## config.mk

```make
export PLATFORM = sky130hd
export DESIGN_NAME = dir_home_ctrl
export DESIGN_NICKNAME = d
export VERILOG_FILES = /design/src/rtl/dirctl_pkg.sv /design/src/rtl/dir_store.sv /design/src/rtl/dir_policy.sv /design/src/rtl/dir_home_ctrl.sv
export SDC_FILE = /design/constraint.sdc
export NUM_CORES = 1
export LEC_CHECK = 0
export ABC_AREA = 1
export BUFFER_PORTS_ARGS = -buffer_cell sky130_fd_sc_hd__clkbuf_2
export CAP_MARGIN = 30
export CORE_MARGIN = 5
export CORE_UTILIZATION = 60
export DETAILED_ROUTE_END_ITERATION = 8
export PLACE_DENSITY = 0.72
export SYNTH_ARGS = -nofsm -noshare
export SYNTH_HDL_FRONTEND = slang
export SYNTH_HIERARCHICAL = 1
export SYNTH_SLANG_ARGS = --single-unit
export TNS_END_PERCENT = 1
```

## constraint.sdc

```tcl
create_clock -name clk -period 5.8 [get_ports clk]
set_clock_uncertainty 0.05 [all_clocks]
set_input_delay 1.16 -clock clk [delete_from_list [all_inputs] [get_ports clk]]
set_output_delay 1.16 -clock clk [all_outputs]
set_load 0.02 [all_outputs]
```

## src/rtl/dirctl_pkg.sv

```systemverilog
package dirctl_pkg;

  typedef enum logic [1:0] {
    MSG_READ = 2'd0,
    MSG_OWN  = 2'd1,
    MSG_ACK  = 2'd2,
    MSG_DONE = 2'd3
  } req_kind_e;

  typedef enum logic [2:0] {
    RSP_DATA    = 3'd0,
    RSP_GRANT   = 3'd1,
    RSP_FWD_RD  = 3'd2,
    RSP_FWD_OWN = 3'd3,
    RSP_INVAL   = 3'd4,
    RSP_NACK    = 3'd5
  } rsp_kind_e;

  typedef enum logic [1:0] {
    BLK_UNC = 2'd0,
    BLK_SHR = 2'd1,
    BLK_EXC = 2'd2
  } blk_state_e;

  typedef enum logic [1:0] {
    PEND_NONE = 2'd0,
    PEND_FRD  = 2'd1,
    PEND_FOWN = 2'd2,
    PEND_INV  = 2'd3
  } pend_kind_e;

  // index of the lowest set bit, 0 when none
  function automatic int unsigned first_set(input logic [31:0] v);
    int unsigned idx;
    idx = 0;
    for (int i = 31; i >= 0; i--) begin
      if (v[i]) idx = i;
    end
    return idx;
  endfunction

endpackage

```

## src/rtl/dir_store.sv

```systemverilog
module dir_store #(
  parameter int DEPTH = 64,
  parameter int AW    = 6,
  parameter int W     = 16
) (
  input  logic          clk,
  input  logic          we,
  input  logic [AW-1:0] waddr,
  input  logic [W-1:0]  wdata,
  input  logic [AW-1:0] raddr,
  output logic [W-1:0]  rdata
);

  logic [W-1:0] mem [DEPTH];

  // single write port, registered read: maps onto a simple dual-port RAM
  always_ff @(posedge clk) begin
    if (we) mem[waddr] <= wdata;
    rdata <= mem[raddr];
  end

endmodule

```

## src/rtl/dir_policy.sv

```systemverilog
module dir_policy
  import dirctl_pkg::*;
#(
  parameter int NODES   = 8,
  parameter int HOME_ID = 0,
  parameter int NW      = 3,
  parameter int CW      = 4
) (
  input  blk_state_e       e_state,
  input  logic [NW-1:0]    e_owner,
  input  logic [NODES-1:0] e_shr,
  input  logic             e_busy,
  input  pend_kind_e       e_kind,
  input  logic [NW-1:0]    e_pend,
  input  logic [CW-1:0]    e_cnt,
  input  req_kind_e        r_kind,
  input  logic [NW-1:0]    r_src,
  output blk_state_e       n_state,
  output logic [NW-1:0]    n_owner,
  output logic [NODES-1:0] n_shr,
  output logic             n_busy,
  output pend_kind_e       n_kind,
  output logic [NW-1:0]    n_pend,
  output logic [CW-1:0]    n_cnt,
  output logic             o_emit,
  output rsp_kind_e        o_type,
  output logic [NW-1:0]    o_dst,
  output logic [NW-1:0]    o_aux,
  output logic [NODES-1:0] o_left
);

  localparam logic [NW-1:0] HOME = NW'(HOME_ID);

  logic [NODES-1:0] src_oh, home_oh, pend_oh, own_oh, others;
  logic             remote_own;
  logic [NW-1:0]    first_oth;

  always_comb begin
    src_oh     = NODES'(1) << r_src;
    home_oh    = NODES'(1) << HOME;
    pend_oh    = NODES'(1) << e_pend;
    own_oh     = NODES'(1) << e_owner;
    others     = e_shr & ~src_oh & ~home_oh;
    remote_own = (e_state == BLK_EXC) && (e_owner != r_src) && (e_owner != HOME);
    first_oth  = NW'(first_set(32'(others)));
  end

  always_comb begin
    n_state = e_state;
    n_owner = e_owner;
    n_shr   = e_shr;
    n_busy  = e_busy;
    n_kind  = e_kind;
    n_pend  = e_pend;
    n_cnt   = e_cnt;
    o_emit  = 1'b0;
    o_type  = RSP_DATA;
    o_dst   = r_src;
    o_aux   = r_src;
    o_left  = '0;
    if (e_busy) begin
      case (r_kind)
        MSG_READ, MSG_OWN: begin
          o_emit = 1'b1;
          o_type = RSP_NACK;
        end
        MSG_ACK: begin
          if (e_kind == PEND_INV) begin
            if (e_cnt == CW'(1)) begin
              n_state = BLK_EXC;
              n_owner = e_pend;
              n_shr   = pend_oh;
              n_busy  = 1'b0;
              n_kind  = PEND_NONE;
              n_cnt   = '0;
              o_emit  = 1'b1;
              o_type  = RSP_GRANT;
              o_dst   = e_pend;
              o_aux   = e_pend;
            end else begin
              n_cnt = CW'(e_cnt - CW'(1));
            end
          end
        end
        default: begin
          if (e_kind != PEND_INV && e_kind != PEND_NONE && r_src == e_owner) begin
            n_busy = 1'b0;
            n_kind = PEND_NONE;
            if (e_kind == PEND_FRD) begin
              n_state = BLK_SHR;
              n_shr   = own_oh | pend_oh;
            end else begin
              n_state = BLK_EXC;
              n_owner = e_pend;
              n_shr   = pend_oh;
            end
          end
        end
      endcase
    end else begin
      case (r_kind)
        MSG_READ: begin
          o_emit = 1'b1;
          if (remote_own) begin
            o_type = RSP_FWD_RD;
            o_dst  = e_owner;
            n_busy = 1'b1;
            n_kind = PEND_FRD;
            n_pend = r_src;
          end else begin
            n_state = BLK_SHR;
            n_shr   = e_shr | src_oh;
          end
        end
        MSG_OWN: begin
          o_emit = 1'b1;
          if (remote_own) begin
            o_type = RSP_FWD_OWN;
            o_dst  = e_owner;
            n_busy = 1'b1;
            n_kind = PEND_FOWN;
            n_pend = r_src;
          end else if (|others) begin
            o_type = RSP_INVAL;
            o_dst  = first_oth;
            o_left = others & ~(NODES'(1) << first_oth);
            n_busy = 1'b1;
            n_kind = PEND_INV;
            n_pend = r_src;
            n_cnt  = CW'($countones(others));
          end else begin
            o_type  = RSP_GRANT;
            n_state = BLK_EXC;
            n_owner = r_src;
            n_shr   = src_oh;
          end
        end
        default: ;
      endcase
    end
  end

endmodule

```

## src/rtl/dir_home_ctrl.sv

```systemverilog
module dir_home_ctrl
  import dirctl_pkg::*;
#(
  parameter int NODES   = 8,
  parameter int BLOCKS  = 64,
  parameter int HOME_ID = 0,
  localparam int NW = $clog2(NODES),
  localparam int AW = $clog2(BLOCKS)
) (
  input  logic          clk,
  input  logic          rst,
  input  logic          req_valid,
  output logic          req_ready,
  input  logic [1:0]    req_type,
  input  logic [NW-1:0] req_src,
  input  logic [AW-1:0] req_addr,
  output logic          rsp_valid,
  input  logic          rsp_ready,
  output logic [2:0]    rsp_type,
  output logic [NW-1:0] rsp_dst,
  output logic [NW-1:0] rsp_aux,
  output logic [AW-1:0] rsp_addr
);

  localparam int CW = $clog2(NODES + 1);

  typedef struct packed {
    blk_state_e       st;
    logic [NW-1:0]    own;
    logic [NODES-1:0] shr;
    logic             busy;
    pend_kind_e       pk;
    logic [NW-1:0]    pnd;
    logic [CW-1:0]    cnt;
  } dir_ent_t;

  localparam int EW = $bits(dir_ent_t);

  typedef enum logic [1:0] {S_CLR, S_IDLE, S_LOOK, S_SEND} fsm_e;

  fsm_e             state;
  logic [AW-1:0]    clr_idx;
  req_kind_e        lat_kind;
  logic [NW-1:0]    lat_src;
  logic [AW-1:0]    lat_addr;
  logic [NODES-1:0] left;
  logic [NW-1:0]    nxt_dst;

  logic          st_we;
  logic [AW-1:0] st_waddr;
  logic [EW-1:0] st_wdata, st_rdata;
  dir_ent_t      rd_ent, new_ent;

  logic             p_emit;
  rsp_kind_e        p_type;
  logic [NW-1:0]    p_dst, p_aux;
  logic [NODES-1:0] p_left;

  assign req_ready = (state == S_IDLE);
  assign rd_ent    = dir_ent_t'(st_rdata);
  assign nxt_dst   = NW'(first_set(32'(left)));

  always_comb begin
    st_we    = (state == S_CLR) || (state == S_LOOK);
    st_waddr = (state == S_CLR) ? clr_idx : lat_addr;
    st_wdata = (state == S_CLR) ? '0 : EW'(new_ent);
  end

  dir_store #(.DEPTH(BLOCKS), .AW(AW), .W(EW)) store_i (
    .clk   (clk),
    .we    (st_we),
    .waddr (st_waddr),
    .wdata (st_wdata),
    .raddr (req_addr),
    .rdata (st_rdata)
  );

  dir_policy #(.NODES(NODES), .HOME_ID(HOME_ID), .NW(NW), .CW(CW)) policy_i (
    .e_state (rd_ent.st),
    .e_owner (rd_ent.own),
    .e_shr   (rd_ent.shr),
    .e_busy  (rd_ent.busy),
    .e_kind  (rd_ent.pk),
    .e_pend  (rd_ent.pnd),
    .e_cnt   (rd_ent.cnt),
    .r_kind  (lat_kind),
    .r_src   (lat_src),
    .n_state (new_ent.st),
    .n_owner (new_ent.own),
    .n_shr   (new_ent.shr),
    .n_busy  (new_ent.busy),
    .n_kind  (new_ent.pk),
    .n_pend  (new_ent.pnd),
    .n_cnt   (new_ent.cnt),
    .o_emit  (p_emit),
    .o_type  (p_type),
    .o_dst   (p_dst),
    .o_aux   (p_aux),
    .o_left  (p_left)
  );

  always_ff @(posedge clk) begin
    if (rst) begin
      state     <= S_CLR;
      clr_idx   <= '0;
      lat_kind  <= MSG_READ;
      lat_src   <= '0;
      lat_addr  <= '0;
      left      <= '0;
      rsp_valid <= 1'b0;
      rsp_type  <= '0;
      rsp_dst   <= '0;
      rsp_aux   <= '0;
      rsp_addr  <= '0;
    end else begin
      case (state)
        S_CLR: begin
          clr_idx <= clr_idx + AW'(1);
          if (clr_idx == AW'(BLOCKS - 1)) state <= S_IDLE;
        end
        S_IDLE: begin
          if (req_valid) begin
            lat_kind <= req_kind_e'(req_type);
            lat_src  <= req_src;
            lat_addr <= req_addr;
            state    <= S_LOOK;
          end
        end
        S_LOOK: begin
          if (p_emit) begin
            rsp_valid <= 1'b1;
            rsp_type  <= p_type;
            rsp_dst   <= p_dst;
            rsp_aux   <= p_aux;
            rsp_addr  <= lat_addr;
            left      <= p_left;
            state     <= S_SEND;
          end else begin
            state <= S_IDLE;
          end
        end
        default: begin
          if (rsp_ready) begin
            if (|left) begin
              rsp_type <= RSP_INVAL;
              rsp_dst  <= nxt_dst;
              left     <= left & ~(NODES'(1) << nxt_dst);
            end else begin
              rsp_valid <= 1'b0;
              state     <= S_IDLE;
            end
          end
        end
      endcase
    end
  end

  AST_RSP_HOLD: assert property (@(posedge clk) disable iff (rst)
    rsp_valid && !rsp_ready |=> rsp_valid && $stable(rsp_type) && $stable(rsp_dst)
      && $stable(rsp_aux) && $stable(rsp_addr));

  AST_NO_ACCEPT_PENDING: assert property (@(posedge clk) disable iff (rst)
    rsp_valid |-> !req_ready);

  AST_INVAL_TARGET: assert property (@(posedge clk) disable iff (rst)
    rsp_valid && rsp_type == 3'(RSP_INVAL) |-> rsp_dst != rsp_aux && rsp_dst != NW'(HOME_ID));

  AST_ACK_CNT_LIVE: assert property (@(posedge clk) disable iff (rst)
    state == S_LOOK && rd_ent.busy && rd_ent.pk == PEND_INV |-> rd_ent.cnt != '0);

  AST_CLEAR_SILENT: assert property (@(posedge clk) disable iff (rst)
    st_we && state != S_LOOK |-> !rsp_valid);

endmodule

```

==> impl_metrics.tcl <==
set metrics [dict create \
    via_per_inst 6.021 \
    period_share_pct 76.22 \
    setup_ws_ns 1.380 \
    start_util_pct 60.56 \
    wl_per_cell_um 23.35 \
    finalHoldViolCount 0 \
    yosys_warnings 6 \
    firstDrtPassIters 8 \
    drtAntennaViolNets 0 \
    setup_tns_ns 0 \
    cp-start-kind "flip-flop" \
    grt_pass1_wl_um 244100 \
    dr_total_vias 42280 \
    cts_hold_buf 0 \
    maxSlewViolCount 0 \
    cts_buffers 147 \
    dieArea_mm2 0.1095 \
    dpl-instance-area_mm2 0.06357 \
    postRouteWirelength_um 164000 \
    antennaDiodeCount 0 \
    drv_cap 0 \
    path_class "reg2reg" \
    io_buffer_count 31 \
    drive_above_1_share_pct 9.285 \
    rows 117 \
    syn_avg_cell_area_um2 11.10 \
    cts_buffer_depth 3 \
    max_freq_mhz 226.2 \
    drc 0 \
    drtIter0Drc 5541 \
    die_x_um 330.9 \
    root_buffer "clkbuf_16" \
    place_congestion 0.9374 \
    min_path_type "reg2reg" \
    power_density_mw_per_mm2 324.6 \
    rsz0062_at_grt "no" \
    vdd_drop_max_mv 0.2777 \
    final_cell_mix "nand2_1, edfxtp_1, nand3_1" \
    clkLatencyLatePin_ns 0.76 \
    nets 5564 \
    finish.instance_area_mm2 0.06815 \
    mostFrequentLayoutCell "nand2_1" \
    netlist_area_mm2 0.06180 \
    first_global_vias 39610 \
    ctsResizeCount 0 \
    cts_setup_buffers 0 \
    crit_arrival_ns 4.95 \
    worst_slew_pin_slew_ns 1.102 \
    tritoncts "yes" \
    finalSetupViolCount 0 \
    num_io_pins 32 \
    highest_layer "met4" \
    place_hpwl_um 92330 \
    wl_met3_um 17020 \
    max_slew_margin_pct 25.77 \
    grt_max_degree 159 \
    syn_inst 5565 \
    dp_slack_ns 1.306 \
    cts_sinks 1473 \
    worst-path-max-fanout 45 \
    grt_overflow 0 \
    endpoint_kind "flip-flop" \
    drt-met1-wl_um 61880 \
    clkSlewWorstSetupHoldPaths_ns 0.06 \
    die_y_um 330.9 \
    postLayoutCoreUtil_pct 66.79 \
    syn2layout_area_growth_pct 10.29 \
    r2r_slack_ns 1.38 \
    outcome "finished, final reports clean" \
    wl_met2_um 76820 \
    cp.required_ns 6.33 \
    core_area_mm2 0.1020 \
    period_minus_slack_ns 4.421 \
    antenna_found_initial 0 \
    track_usage_pct 29.89 \
    cts-htree-levels 4 \
    p_leak_uw 0.02478 \
]
-- path summary, 6_finish.rpt --
| path | startpoint | to | depth (start not counted) |
|---|---|---|---|
| min | left[0] | left[0] | 2 |
| min reg2reg | left[0] | left[0] | 2 |
| max | lat_src[2] | store_i/mem[25][0] | 14 |
| max reg2reg | lat_src[2] | store_i/mem[25][0] | 14 |
-- per-layer routing --
metal | GRT usage (%) | up-vias
met2 | 47.33 | 2266
li1 | - | 19240
met1 | 40.31 | 20390
met3 | 6.236 | 383
met5 | 0 | -
met4 | 13.98 | 0
-- worst max-delay path, cell delays in order (launching register included) --
cell	delay [ns]
dfxtp_1	0.58
inv_1	0.22
nand3_1	0.14
nand2_1	0.18
inv_1	0.12
fa_1	0.46
xor2_1	0.18
inv_1	0.06
ha_1	0.28
inv_1	0.06
fa_1	0.51
o211ai_1	0.20
inv_1	0.09
nor2_4	0.71
buf_4	0.36
-- power breakdown --
part | switching, uW | internal, uW
sequential | 59.8 | 11600
combinational | 1070 | 397
clock | 3910 | 5130
total | 5040 | 17100
-- stage by stage --
step                cells  hold slack, ns  power, uW
detailed placement   6753          0.4081      13270
CTS                  7021          0.4168      22200
global route         7022          0.4354      22830
floorplan            5566          0.3889      12790
finish               7022          0.4148      22120
global placement     6746          0.3997      13250
-- registers in the layout, summed over array words and instances (netlist names) --
register and count:
clr_idx 6, lat_addr 6, lat_kind 2, lat_src 3
left 8, rsp_addr 6, rsp_aux 3, rsp_dst 3
rsp_type 3, rsp_valid 1, state 2, store_i/mem 1408
store_i/rdata 22
-- area by class of cell --
type	instances	area, um^2
clock buffer	190	3945
clock inverter	78	619.3
fill	7327	33880
inverter	127	518.0
multi-input combinational	3615	16240
sequential	1473	43580
tap	1368	1712
timing repair buffer	171	1538
Power figures use the tool's default switching activity.
